$ cat src/rtl/lc_pkg.sv
package lc_pkg;
  typedef enum logic [1:0] {
    TGT_NONE = 2'd0,
    TGT_ROM  = 2'd1,
    TGT_MAIN = 2'd2,
    TGT_AUX  = 2'd3
  } lc_tgt_e;

  typedef struct packed {
    lc_tgt_e rd;
    lc_tgt_e wr;
    logic    bank1;
  } lc_route_t;
endpackage

$ cat src/rtl/lc_state_reg.sv
module lc_state_reg #(
  parameter int ADDR_W = 16,
  parameter int SPAN_LOG2 = 4,
  parameter int STATE_W = 4,
  parameter logic [ADDR_W-1:0] SW_BASE = 16'hC080,
  parameter logic [STATE_W-1:0] SW_MASK = 4'hB,
  parameter logic [STATE_W-1:0] RESET_STATE = 4'b0010
) (
  input  logic               clk,
  input  logic               rst,
  input  logic               valid,
  input  logic [ADDR_W-1:0]  addr,
  output logic [STATE_W-1:0] state_q
);
  localparam int TAG_W = ADDR_W - SPAN_LOG2;
  localparam logic [TAG_W-1:0] SW_TAG = SW_BASE[ADDR_W-1:SPAN_LOG2];

  logic sw_hit;
  assign sw_hit = valid && (addr[ADDR_W-1:SPAN_LOG2] == SW_TAG);

  always_ff @(posedge clk) begin
    if (rst) state_q <= RESET_STATE;
    else if (sw_hit) state_q <= addr[STATE_W-1:0] & SW_MASK;
  end

  // switch access loads masked nibble next cycle
  p_switch_load_r2: assert property (@(posedge clk) disable iff (rst)
    sw_hit |=> state_q == ($past(addr[STATE_W-1:0]) & SW_MASK));
  // no switch access keeps the mode
  p_mode_hold_r9: assert property (@(posedge clk) disable iff (rst)
    !sw_hit |=> $stable(state_q));
  // masked bit never set
  p_bit2_clear_r2: assert property (@(posedge clk) disable iff (rst)
    (state_q & ~SW_MASK) == '0);
endmodule

$ cat src/rtl/lc_mode_decode.sv
module lc_mode_decode #(
  parameter int STATE_W = 4,
  parameter int BANK_BIT = 3
) (
  input  logic [STATE_W-1:0]  state,
  input  logic                alt_zp,
  output lc_pkg::lc_route_t   route
);
  import lc_pkg::*;

  lc_tgt_e ram_tgt;
  assign ram_tgt = alt_zp ? TGT_AUX : TGT_MAIN;

  always_comb begin
    route.bank1 = state[BANK_BIT];
    unique case (state[1:0])
      2'b00: begin route.rd = ram_tgt; route.wr = TGT_NONE; end
      2'b01: begin route.rd = TGT_ROM; route.wr = ram_tgt;  end
      2'b10: begin route.rd = TGT_ROM; route.wr = TGT_NONE; end
      default: begin route.rd = ram_tgt; route.wr = ram_tgt; end
    endcase
  end
endmodule

$ cat src/rtl/lc_map_stage.sv
module lc_map_stage #(
  parameter int ADDR_W = 16,
  parameter logic [ADDR_W-1:0] WIN_BASE = 16'hD000,
  parameter logic [ADDR_W-1:0] FLAT_BASE = 16'hE000,
  parameter logic [ADDR_W-1:0] BANK1_SHIFT = 16'h1000
) (
  input  logic              clk,
  input  logic              rst,
  input  logic              valid,
  input  logic              we,
  input  logic [ADDR_W-1:0] addr,
  input  lc_pkg::lc_route_t route,
  output logic              hit_q,
  output logic [1:0]        rd_q,
  output logic [1:0]        wr_q,
  output logic              we_q,
  output logic [ADDR_W-1:0] ram_addr_q
);
  import lc_pkg::*;

  logic hit, banked;
  logic [ADDR_W-1:0] phys;
  assign hit    = valid && (addr >= WIN_BASE);
  assign banked = (addr < FLAT_BASE) && route.bank1;
  assign phys   = banked ? (addr - BANK1_SHIFT) : addr;

  always_ff @(posedge clk) begin
    if (rst || !hit) begin
      hit_q      <= 1'b0;
      rd_q       <= TGT_NONE;
      wr_q       <= TGT_NONE;
      we_q       <= 1'b0;
      ram_addr_q <= '0;
    end else begin
      hit_q      <= 1'b1;
      rd_q       <= route.rd;
      wr_q       <= route.wr;
      we_q       <= we && (route.wr != TGT_NONE);
      ram_addr_q <= phys;
    end
  end

  // ROM is never a write target
  p_no_rom_write_r8: assert property (@(posedge clk) disable iff (rst)
    wr_q != TGT_ROM);
  // strobe only toward RAM
  p_we_to_ram_r8: assert property (@(posedge clk) disable iff (rst)
    we_q |-> (hit_q && wr_q[1]));
  // outside window nothing is routed
  p_miss_quiet_r9: assert property (@(posedge clk) disable iff (rst)
    !hit_q |-> (!we_q && rd_q == TGT_NONE && wr_q == TGT_NONE));
  // an out-of-window access yields no hit next cycle
  p_miss_next_r10: assert property (@(posedge clk) disable iff (rst)
    (valid && addr < WIN_BASE) |=> !hit_q);
endmodule

$ cat src/rtl/lc_bank_ctrl.sv
module lc_bank_ctrl #(
  parameter int ADDR_W = 16,
  parameter int STATE_W = 4,
  parameter int BANK_BIT = 3,
  parameter logic [ADDR_W-1:0] SW_BASE = 16'hC080,
  parameter logic [ADDR_W-1:0] WIN_BASE = 16'hD000,
  parameter logic [ADDR_W-1:0] FLAT_BASE = 16'hE000,
  parameter logic [ADDR_W-1:0] BANK1_SHIFT = 16'h1000
) (
  input  logic              clk,
  input  logic              rst,
  input  logic              bus_valid,
  input  logic              bus_we,
  input  logic [ADDR_W-1:0] bus_addr,
  input  logic              alt_zp,
  output logic              map_hit,
  output logic [1:0]        rd_src,
  output logic [1:0]        wr_src,
  output logic              mem_we,
  output logic [ADDR_W-1:0] ram_addr,
  output logic              stat_bank2,
  output logic              stat_ramrd
);
  import lc_pkg::*;

  localparam int SPAN_LOG2 = 4;

  logic [STATE_W-1:0] mode_q;
  lc_route_t route;

  lc_state_reg #(
    .ADDR_W(ADDR_W), .SPAN_LOG2(SPAN_LOG2), .STATE_W(STATE_W),
    .SW_BASE(SW_BASE), .SW_MASK(4'hB), .RESET_STATE(4'b0010)
  ) u_state (
    .clk(clk), .rst(rst), .valid(bus_valid), .addr(bus_addr), .state_q(mode_q)
  );

  lc_mode_decode #(.STATE_W(STATE_W), .BANK_BIT(BANK_BIT)) u_decode (
    .state(mode_q), .alt_zp(alt_zp), .route(route)
  );

  lc_map_stage #(
    .ADDR_W(ADDR_W), .WIN_BASE(WIN_BASE), .FLAT_BASE(FLAT_BASE),
    .BANK1_SHIFT(BANK1_SHIFT)
  ) u_map (
    .clk(clk), .rst(rst), .valid(bus_valid), .we(bus_we), .addr(bus_addr),
    .route(route), .hit_q(map_hit), .rd_q(rd_src), .wr_q(wr_src),
    .we_q(mem_we), .ram_addr_q(ram_addr)
  );

  assign stat_bank2 = ~mode_q[BANK_BIT];
  assign stat_ramrd = ~(mode_q[0] ^ mode_q[1]);

  // a window hit reads ROM exactly when RAM-read status is low
  p_ramrd_consistent_r7: assert property (@(posedge clk) disable iff (rst)
    map_hit |-> ((rd_src == TGT_ROM) == !stat_ramrd));
  // auxiliary and main never mixed in one result
  p_side_consistent_r6: assert property (@(posedge clk) disable iff (rst)
    (map_hit && rd_src[1] && wr_src[1]) |-> (rd_src == wr_src));
endmodule

$ cat config.mk
export PLATFORM = sky130hd
export DESIGN_NAME = lc_bank_ctrl
export DESIGN_NICKNAME = d
export VERILOG_FILES = /design/src/rtl/lc_pkg.sv /design/src/rtl/lc_state_reg.sv /design/src/rtl/lc_mode_decode.sv /design/src/rtl/lc_map_stage.sv /design/src/rtl/lc_bank_ctrl.sv
export SDC_FILE = /design/constraint.sdc
export NUM_CORES = 1
export LEC_CHECK = 0
export BUFFER_PORTS_ARGS = -buffer_cell sky130_fd_sc_hd__buf_2
export CAP_MARGIN = 20
export CELL_PAD_IN_SITES_DETAIL_PLACEMENT = 1
export CELL_PAD_IN_SITES_GLOBAL_PLACEMENT = 1
export CORE_UTILIZATION = 39
export CTS_BUF_LIST = sky130_fd_sc_hd__clkbuf_4 sky130_fd_sc_hd__clkbuf_8
export DETAILED_ROUTE_END_ITERATION = 6
export GPL_TIMING_DRIVEN = 0
export PLACE_DENSITY = 0.85
export SLEW_MARGIN = 20
export SYNTH_ARGS = -nofsm -noshare
export SYNTH_HDL_FRONTEND = slang
export SYNTH_SLANG_ARGS = --single-unit
$ cat constraint.sdc
create_clock -name clk -period 3.2 [get_ports clk]
set_input_delay 0.16 -clock clk [delete_from_list [all_inputs] [get_ports clk]]
set_output_delay 0.16 -clock clk [all_outputs]
set_load 0.01 [all_outputs]
==> results of run 1 <==
## layout make-up
type | count | area, sq um | area share
repair buffers | 44 | 220 | 0.162
clock buffers | 4 | 30.0 | 0.0221
inverters | 7 | 26.3 | 0.0193
plain buffers | 3 | 21.3 | 0.0156
multi-input cells | 58 | 526 | 0.386
flip-flops and latches | 25 | 500 | 0.368
well taps | 30 | 37.5 | 0.0276
## synth_stat cells (all sizes together)
master,n
nor3,7
or2b,1
buf,3
mux2i,4
nand2b,3
and2,6
nand2,1
nor3b,7
a41oi,1
a21boi,1
nor4b,1
nor2,8
nand4b,1
o22a,1
and4b,1
nand3,2
o21ai,2
dfxtp,25
nor4,1
inv,7
a21oi,1
ha,6
a2111oi,2
a211oi,1
## worst max-delay path by stage
stage	startpoint	endpoint	depth (start not counted)
3_3_place_gp	bus_addr[12]	u_map.rd_q[1]	7
2_1_floorplan	bus_addr[13]	u_map.ram_addr_q[10]	6
3_5_place_dp	bus_addr[12]	u_map.rd_q[0]	7
5_1_grt	u_state.state_q[0]	stat_ramrd	4
6_report	u_state.state_q[0]	stat_ramrd	4
4_1_cts	u_state.state_q[0]	stat_ramrd	4
## state kept, by name, summed over array words and instances, names as in the netlist
| signal | cells |
|---|---|
| u_map.hit_q | 1 |
| u_map.wr_q | 2 |
| u_map.rd_q | 2 |
| u_map.ram_addr_q | 16 |
| u_state.state_q | 3 |
| u_map.we_q | 1 |
## worst max-delay path, cell delays in order, from the launching register on
cell and delay [ps]:
dfxtp_1 420, inv_1 70, ha_1 320, inv_1 60, buf_2 120
## per-layer routing
layer	routed length, um	up-vias
li1	-	416
met1	1010	394
met2	1310	27
met3	150	5
met4	29	0
met5	0	-
## power by group through the flow
stage               Clock [mW]  Sequential [mW]  Combinational, mW
floorplan                    0            0.324             0.0237
global placement             0            0.322             0.0542
detailed placement           0            0.323             0.0565
CTS                      0.154            0.316             0.0568
global route             0.166            0.316             0.0611
finish                   0.148            0.316             0.0561
## logic make-up (layout without fill, tap and decap cells)
kind of cell | Yosys count | in the layout
flops | 25 | 25
buf+inv | 10 | 58
mux | 4 | 4
compound gates | 9 | 9
fa+ha+maj | 6 | 6
simple gates | 39 | 39
## layout by cell type, fill, tap and decap left out, drive strengths merged
| master | Yosys | routed |
|---|---|---|
| nand4b | 1 | 1 |
| clkbuf | 0 | 4 |
| a2111oi | 2 | 2 |
| nand2b | 3 | 3 |
| nor4b | 1 | 1 |
| and4b | 1 | 1 |
| nand2 | 1 | 1 |
| nor3b | 7 | 7 |
| buf | 3 | 47 |
| a41oi | 1 | 1 |
| a21boi | 1 | 1 |
| ha | 6 | 6 |
| nand3 | 2 | 2 |
| and2 | 6 | 6 |
| mux2i | 4 | 4 |
| a211oi | 1 | 1 |
| or2b | 1 | 1 |
| nor3 | 7 | 7 |
| o22a | 1 | 1 |
| nor4 | 1 | 1 |
| o21ai | 2 | 2 |
| a21oi | 1 | 1 |
| dfxtp | 25 | 25 |
| inv | 7 | 7 |
| nor2 | 8 | 8 |
## per-stage QoR
step                      instance area [sq um]  worst slack (ps)   util
after floorplan                            1070              1980      -
after global placement                     1330              1710  0.523
after detailed placement                   1330              1660  0.523
after CTS                                  1360              1720  0.535
after global routing                       1360              1670  0.535
final                                      1360              1730  0.535
==> results.sh, run 1 <==
export IMPL_leakage_nw=0.641
export IMPL_dieArea_sq_um=2970
export IMPL_hold_viol=0
export IMPL_worstRegToRegCells=4
export IMPL_grt_pass1_vias=870
export IMPL_met3_usage=0.0639
export IMPL_initial_core_util=0.422
export IMPL_setup_violations=0
export IMPL_fmax_mhz=683
export IMPL_crit_fanout=4
export IMPL_status="finished clean"
export IMPL_yosysSeqAreaShare=0.466
export IMPL_vias=842
export IMPL_path_class="flop to output port"
export IMPL_synth_compound_area_frac=0.0897
export IMPL_p_seq_frac=0.607
export IMPL_final_nets=169
export IMPL_internal_power_mw=0.396
export IMPL_synth_xor_area_share=0
export IMPL_drt_iter0_drc=5
export IMPL_layout_cells_non_filler=171
export IMPL_dr_pass1_iters=3
export IMPL_die_height_um=54.5
export IMPL_setup_tns_ps=0
export IMPL_grt_pass1_wl_mm=3.92
export IMPL_clk_pin_slew_ps=130
export IMPL_yosysWarnings=0
export IMPL_place_gp_congestion=0.817
export IMPL_cts_buffers_inserted=3
export IMPL_routed_wl_mm=2.50
export IMPL_min_from="bus_addr[6]"
export IMPL_finClkSkew_ps=9.39
export IMPL_synthMuxAreaShare=0.0373
export IMPL_grt_busiest_layer="met2"
export IMPL_switchingPower_mw=0.124
export IMPL_ios=45
export IMPL_synth_top_cell_by_area="dfxtp_1"
export IMPL_place_hpwl_mm=2.00
export IMPL_ir_worst_vdd_mv=0.294
export IMPL_io_buffers=44
export IMPL_drive_gt1_frac=0.461
export IMPL_r2r_slack_ps=2100
export IMPL_antenna_cells=0
export IMPL_timing_final_crit_period_ps=1470
export IMPL_powerDensity_nw_per_um2=382
export IMPL_core_sq_um=2540
export IMPL_rows=18
export IMPL_rr_startpoint="u_state.state_q[0]"
export IMPL_maxSlewViolCount=0
export IMPL_fin_crit_sh=0.458
export IMPL_die_w_um=54.5
export IMPL_ant_nets=0
export IMPL_hold_buffers=0
export IMPL_grt_overflow=0
export IMPL_clk_path_buf_depth=2
export IMPL_antenna_found_initial=0
export IMPL_hold_depth=2
export IMPL_cts_root_buffer="clkbuf_4"
export IMPL_cts_repair_resized=0
export IMPL_grt_setup_unrepaired="false"
export IMPL_holdWs_ps=75.9
export IMPL_synth_top_family_by_area="simple AND/OR/NAND/NOR gates"
export IMPL_grtUsageMet1=0.201
export IMPL_total_power_mw=0.520
export IMPL_critPathLaunchType="flop"
export IMPL_synth_fa_ha_area_frac=0.0699
export IMPL_clockPowerShare=0.285
export IMPL_syn_num_nets=120
export IMPL_nFillCells=305
export IMPL_clock_latency_ps=320
export IMPL_dpl_cell_count=167
export IMPL_synth_cell_types=28
export IMPL_grtUsageMet2=0.354
export IMPL_syn_cell_area_sq_um=1070
export IMPL_ys_seq_elements=25
export IMPL_combinationalPowerShare=0.108
export IMPL_relSlewSlack=0.756
export IMPL_grt_usage=0.194
export IMPL_hp_class="primary input to flop"
export IMPL_cts_max_level=1
export IMPL_syn_to_final_growth_pct=26.8
export IMPL_yosysTopAreaCellShare=0.466
export IMPL_synthSimpleGateAreaFrac=0.293
export IMPL_drt_wirelength_per_cell_um=14.6
export IMPL_endpoint_kind="output port"
export IMPL_grt_max_degree=14
export IMPL_detail_route_vias_per_cell=4.92
export IMPL_swShare=0.239
export IMPL_cts_tree="built"
export IMPL_synthCells=93
export IMPL_hold_end="u_map.ram_addr_q[6]"
export IMPL_synth_avg_cell_area_sq_um=11.5
export IMPL_synth_area_leaders="dfxtp_1, ha_1, nor3_2, mux2i_1, nor3b_1"
export IMPL_arrival_ps=1310
export IMPL_r2r_end="u_map.rd_q[0]"
export IMPL_cap_violations=0
export IMPL_postCtsSetupRepairBufs=0
export IMPL_worstMarginPinSlew_ps=365
export IMPL_post_route_drc_count=0
export IMPL_cts_sinks=25
export IMPL_crit_required_ps=3040
(Power assumes the default switching activity.)
==> run 2: changes to the inputs <==
--- a/config.mk
+++ b/config.mk
@@ -9,11 +9,11 @@
 export CAP_MARGIN = 20
 export CELL_PAD_IN_SITES_DETAIL_PLACEMENT = 1
 export CELL_PAD_IN_SITES_GLOBAL_PLACEMENT = 1
-export CORE_UTILIZATION = 39
+export CORE_UTILIZATION = 33
 export CTS_BUF_LIST = sky130_fd_sc_hd__clkbuf_4 sky130_fd_sc_hd__clkbuf_8
 export DETAILED_ROUTE_END_ITERATION = 6
 export GPL_TIMING_DRIVEN = 0
-export PLACE_DENSITY = 0.85
+export PLACE_DENSITY = 0.77
 export SLEW_MARGIN = 20
 export SYNTH_ARGS = -nofsm -noshare
 export SYNTH_HDL_FRONTEND = slang
==> constraint.sdc (replaced) <==
create_clock -name clk -period 1.33 [get_ports clk]
set_input_delay 0.0665 -clock clk [delete_from_list [all_inputs] [get_ports clk]]
set_output_delay 0.0665 -clock clk [all_outputs]
set_load 0.01 [all_outputs]
==> run 2 against run 1 <==
Effect of this change:
- non-clock buffer count increased by 10
- core utilization decreased by 5.2 points
- total power up 140%
- register-to-register slack worse by 1900 ps
- critical path type unchanged
- largest power group unchanged
- highest routed layer unchanged
==> results.sh, run 2 (same netlist as run 1, synthesis figures left out) <==
export IMPL_vias=893
export IMPL_critPathSlowestCell="dfxtp_2"
export IMPL_leakage_nw=0.683
export IMPL_cts_sinks=25
export IMPL_rows=20
export IMPL_reg_top3="u_map.ram_addr_q (16), u_state.state_q (3)"
export IMPL_antenna_cells=0
export IMPL_layout_common_cells="buf_2, dfxtp_1, dlygate4sd3_1, inv_1, nor2_1"
export IMPL_crit_path_frequent_cell="inv_1"
export IMPL_setup_violations=0
export IMPL_grt_overflow=0
export IMPL_endpoint_kind="output port"
export IMPL_core_sq_um=3080
export IMPL_antenna_found_initial=0
export IMPL_worstPathCellList="inv_1 -> ha_4 -> inv_1 -> buf_2"
export IMPL_status="finished clean"
export IMPL_cts_tree="built"
export IMPL_nFillCells=372
export IMPL_dpl_cell_count=181
export IMPL_crit_fanout=4
export IMPL_ant_nets=0
export IMPL_cts_buffers_inserted=3
export IMPL_ios=45
export IMPL_place_hpwl_mm=1.99
export IMPL_grtUsageMet1=0.165
export IMPL_routed_wl_mm=2.67
export IMPL_hp_class="primary input to flop"
export IMPL_clk_pin_slew_ps=140
export IMPL_grt_max_degree=15
export IMPL_worstMarginPinSlew_ps=376
export IMPL_grt_pass1_wl_mm=4.03
export IMPL_relSlewSlack=0.748
export IMPL_crit_required_ps=1260
export IMPL_die_w_um=59.0
export IMPL_cap_violations=0
export IMPL_dieArea_sq_um=3490
export IMPL_layout_cells_non_filler=195
export IMPL_cts_root_buffer="clkbuf_4"
export IMPL_io_buffers=44
export IMPL_final_nets=179
export IMPL_regArea_sq_um=503
export IMPL_largest_reg_flops=16
export IMPL_met3_usage=0.0218
export IMPL_detail_route_vias_per_cell=4.58
export IMPL_clock_latency_ps=330
export IMPL_path_class="flop to output port"
export IMPL_fin_crit_sh=0.960
export IMPL_fmax_mhz=783
export IMPL_grt_busiest_layer="met2"
export IMPL_grtUsageMet2=0.308
export IMPL_finClkSkew_ps=6.59
export IMPL_hold_viol=0
export IMPL_drive_gt1_frac=0.470
export IMPL_post_route_drc_count=0
export IMPL_setup_tns_ps=0
export IMPL_powerDensity_nw_per_um2=853
export IMPL_slowest_delay_ps=380
export IMPL_timing_final_crit_period_ps=1280
export IMPL_clk_path_buf_depth=2
export IMPL_maxSlewViolCount=0
export IMPL_setup_ws_ps=52.8
export IMPL_grt_setup_unrepaired="false"
export IMPL_ir_worst_vdd_mv=0.304
export IMPL_hold_depth=2
export IMPL_drt_wirelength_per_cell_um=13.7
export IMPL_drt_iter0_drc=2
export IMPL_arrival_ps=1210
export IMPL_place_gp_congestion=0.755
export IMPL_grt_usage=0.163
export IMPL_cts_max_level=1
export IMPL_syn_to_final_growth_pct=38.5
export IMPL_regMostFlops="u_map.ram_addr_q"
export IMPL_pre_cts_ws_ps=-120
export IMPL_multi_input_comb_area_sq_um=541
export IMPL_worstRegToRegCells=4
export IMPL_critPathLaunchType="flop"
export IMPL_grt_pass1_vias=896
export IMPL_die_height_um=59.0
export IMPL_layout_commonest_cell="buf_2"
export IMPL_dr_pass1_iters=2
export IMPL_initial_core_util=0.349
==> run 2: layer usage <==
metal | up-vias | wire length (um)
met1 | 426 | 1090
met2 | 25 | 1440
li1 | 435 | -
met4 | 0 | 77
met5 | - | 0
met3 | 7 | 64
==> run 2: report_power, final <==
part           switching [mW]  total, mW  internal [mW]
clock network           0.240      0.353          0.113
logic                  0.0821      0.156         0.0742
registers             0.00186      0.759          0.757
==> run 2: repair_timing <==
action                                  4_1_cts  5_1_grt
hold buffers                                  7        1
pin swaps                                     0        1
hold endpoints to repair                      7        1
endpoints found under the setup margin        1        2
resized for setup                             2        2
cloned                                        0        1
buffers inserted                              0        1
==> run 2: final cells by class <==
cell class                      count  area share
Tap cell                           44      0.0370
Clock inverter                      1     0.00337
Inverter                            7      0.0177
Multi-Input combinational cell     58       0.364
Clock buffer                        3      0.0152
Sequential cell                    25       0.338
Buffer                              3      0.0143
Timing Repair Buffer               54       0.210
==> run 2: per-stage QoR <==
step / util / hold WS [ps] / power (mW) / cell area, sq um
2_1_floorplan: - / 162 / 0.838 / 1070
3_3_place_gp: 0.438 / 299 / 0.907 / 1350
3_5_place_dp: 0.438 / 304 / 0.912 / 1350
4_1_cts: 0.471 / 15.1 / 1.26 / 1450
5_1_grt: 0.483 / 4.53 / 1.32 / 1490
6_report: 0.483 / 17.3 / 1.27 / 1490
==> run 2: worst paths after layout <==
kind                 startpoint                  end  slack (ps)
min                 bus_addr[4]  u_map.ram_addr_q[4]          20
min reg2reg  u_state.state_q[0]   u_state.state_q[0]         520
max reg2reg  u_state.state_q[1]        u_map.wr_q[0]         190
max          u_state.state_q[0]           stat_ramrd          50
==> run 2: critical path: cells and delay by family, from the launching register on <==
family     cells  cell delay [ps]
flops          1              380
fa+ha+maj      1              270
buf+inv        3              220
==> run 3: changes to the inputs <==
--- a/config.mk
+++ b/config.mk
@@ -5,16 +5,16 @@
 export SDC_FILE = /design/constraint.sdc
 export NUM_CORES = 1
 export LEC_CHECK = 0
-export BUFFER_PORTS_ARGS = -buffer_cell sky130_fd_sc_hd__buf_2
 export CAP_MARGIN = 20
 export CELL_PAD_IN_SITES_DETAIL_PLACEMENT = 1
 export CELL_PAD_IN_SITES_GLOBAL_PLACEMENT = 1
-export CORE_UTILIZATION = 33
+export CORE_UTILIZATION = 40
 export CTS_BUF_LIST = sky130_fd_sc_hd__clkbuf_4 sky130_fd_sc_hd__clkbuf_8
 export DETAILED_ROUTE_END_ITERATION = 6
+export DONT_BUFFER_PORTS = 1
 export GPL_TIMING_DRIVEN = 0
-export PLACE_DENSITY = 0.77
-export SLEW_MARGIN = 20
+export PLACE_DENSITY = 0.71
+export SLEW_MARGIN = 25
 export SYNTH_ARGS = -nofsm -noshare
 export SYNTH_HDL_FRONTEND = slang
 export SYNTH_SLANG_ARGS = --single-unit
==> run 3 against run 2 <==
Effect of this change:
- core utilization grew 5.6 points
- combinational power shrank 20%
- setup slack better by 28 ps
- clock-buffer cell count unchanged
==> results.sh, run 3 (same netlist as run 1, synthesis figures left out) <==
export IMPL_hp_class="primary input to flop"
export IMPL_critPathSlowestCell="dfxtp_4"
export IMPL_combinationalPowerShare=0.101
export IMPL_regArea_sq_um=505
export IMPL_syn_to_final_growth_pct=25.4
export IMPL_rows=18
export IMPL_timing_final_crit_period_ps=1250
export IMPL_cp_depth=3
export IMPL_initial_core_util=0.429
export IMPL_core_sq_um=2500
export IMPL_dr_pass1_iters=4
export IMPL_nFillCells=266
export IMPL_ant_nets=0
export IMPL_cap_violations=0
export IMPL_crit_path_frequent_cell="inv_1"
export IMPL_ir_worst_vdd_mv=0.545
export IMPL_r2r_slack_ps=80
export IMPL_maxSlewViolCount=0
export IMPL_crit_fanout=4
export IMPL_leakage_nw=0.512
export IMPL_detail_route_vias_per_cell=5.24
export IMPL_final_cell_area_sq_um=1350
export IMPL_layout_commonest_cell="dfxtp_1"
export IMPL_worstPathCellList="inv_1 -> ha_1 -> inv_1"
export IMPL_path_class="flop to output port"
export IMPL_drt_iter0_drc=2
export IMPL_hold_viol=0
export IMPL_largest_reg_flops=16
export IMPL_cts_tree="built"
export IMPL_critPathLaunchType="flop"
export IMPL_dieArea_sq_um=2890
export IMPL_final_nets=145
export IMPL_grt_setup_unrepaired="false"
export IMPL_switchingPower_mw=0.298
export IMPL_place_gp_congestion=0.793
export IMPL_cts_buffers_inserted=3
export IMPL_crit_required_ps=1260
export IMPL_powerDensity_nw_per_um2=921
export IMPL_cts_sinks=25
export IMPL_die_height_um=53.8
export IMPL_relSlewSlack=0.721
export IMPL_grt_overflow=0
export IMPL_reg_top3="u_map.ram_addr_q (16), u_state.state_q (3)"
export IMPL_postCtsSetupRepairBufs=0
export IMPL_routed_wl_mm=2.75
export IMPL_fin_crit_sh=0.939
export IMPL_clk_path_buf_depth=2
export IMPL_post_route_drc_count=0
export IMPL_hold_depth=3
export IMPL_fmax_mhz=800
export IMPL_final_util=0.539
export IMPL_cts_root_buffer="clkbuf_4"
export IMPL_status="finished clean"
export IMPL_antenna_found_initial=0
export IMPL_dpl_instance_area_sq_um=1110
export IMPL_critPathBufInv=2
export IMPL_grt_pass1_wl_mm=4.37
export IMPL_antenna_cells=0
export IMPL_total_power_mw=1.24
export IMPL_internal_power_mw=0.941
export IMPL_cp_top_family="flip-flops"
export IMPL_clock_latency_ps=330
export IMPL_slowest_delay_ps=390
export IMPL_grt_max_degree=16
export IMPL_setup_tns_ps=0
export IMPL_worstRegToRegCells=3
export IMPL_die_w_um=53.8
export IMPL_finClkSkew_ps=1.05
export IMPL_clockPowerShare=0.284
export IMPL_multi_input_comb_area_sq_um=526
export IMPL_drt_wirelength_per_cell_um=18.7
export IMPL_place_hpwl_mm=1.66
export IMPL_holdWs_ps=27.6
export IMPL_worstMarginPinSlew_ps=416
export IMPL_clk_pin_slew_ps=140
export IMPL_grt_usage=0.225
export IMPL_ios=45
export IMPL_arrival_ps=1180
export IMPL_setup_violations=0
export IMPL_vias=771
export IMPL_io_buffers=0
export IMPL_endpoint_kind="output port"
export IMPL_swShare=0.240
export IMPL_layout_common_cells="dfxtp_1, dlygate4sd3_1, nor2_1, inv_1"
export IMPL_p_seq_frac=0.616
export IMPL_drive_gt1_frac=0.197
export IMPL_regMostFlops="u_map.ram_addr_q"
export IMPL_grt_pass1_vias=907
export IMPL_cts_max_level=1
-- run 3: cell types whose count changed in the layout (fill, tap and decap cells not counted), sizes merged --
cell         before  now
buf              49    3
dlygate4sd3       8   20
clkinv            1    0
clkinvlp          0    1
-- run 3: final timing paths --
kind                      startpoint              endpoint
setup / recovery  u_state.state_q[0]            stat_ramrd
hold / removal          bus_addr[12]  u_map.ram_addr_q[12]
setup reg to reg  u_state.state_q[3]  u_map.ram_addr_q[14]
hold reg to reg   u_state.state_q[0]    u_state.state_q[0]
-- run 3: per-stage QoR --
stage	instances	setup WS, ps
final	147	80.6
after global routing	147	8.15
after CTS	147	18.3
after detailed placement	123	21.8
after global placement	123	24.3
after floorplan	93	208
-- run 3: routing by layer --
layer  wire length, um  global-route usage  vias to the layer above
met4                82               0.123                        0
met5                 0                   0                        -
met1              1070               0.239                      367
li1                  -                   -                      365
met3               197              0.0650                        9
met2              1400               0.395                       30
-- run 3: power by group through the flow --
stage | clock, mW | combinational [mW] | sequential [mW]
2_1_floorplan | 0 | 0.0570 | 0.781
3_3_place_gp | 0 | 0.0680 | 0.782
3_5_place_dp | 0 | 0.0679 | 0.782
4_1_cts | 0.370 | 0.123 | 0.765
5_1_grt | 0.388 | 0.135 | 0.765
6_report | 0.352 | 0.125 | 0.763
-- run 3: tightest hold or removal path: stages --
cell and delay [ps]:
nand2_1 40, mux2i_1 160, a2111oi_2 50
-- run 3: final cells by class --
type / instances / area share
multi-input cells: 58 / 0.390
clock buffers: 3 / 0.0167
repair buffers: 20 / 0.149
plain buffers: 3 / 0.0158
clock inverters: 1 / 0.00558
well taps: 30 / 0.0279
flip-flops and latches: 25 / 0.375
inverters: 7 / 0.0195
-- run 3: repair_timing --
item	CTS	global route
endpoints found under the setup margin	1	1
endpoints found under the hold margin	22	0
hold buffers	20	0
resized for setup	1	2
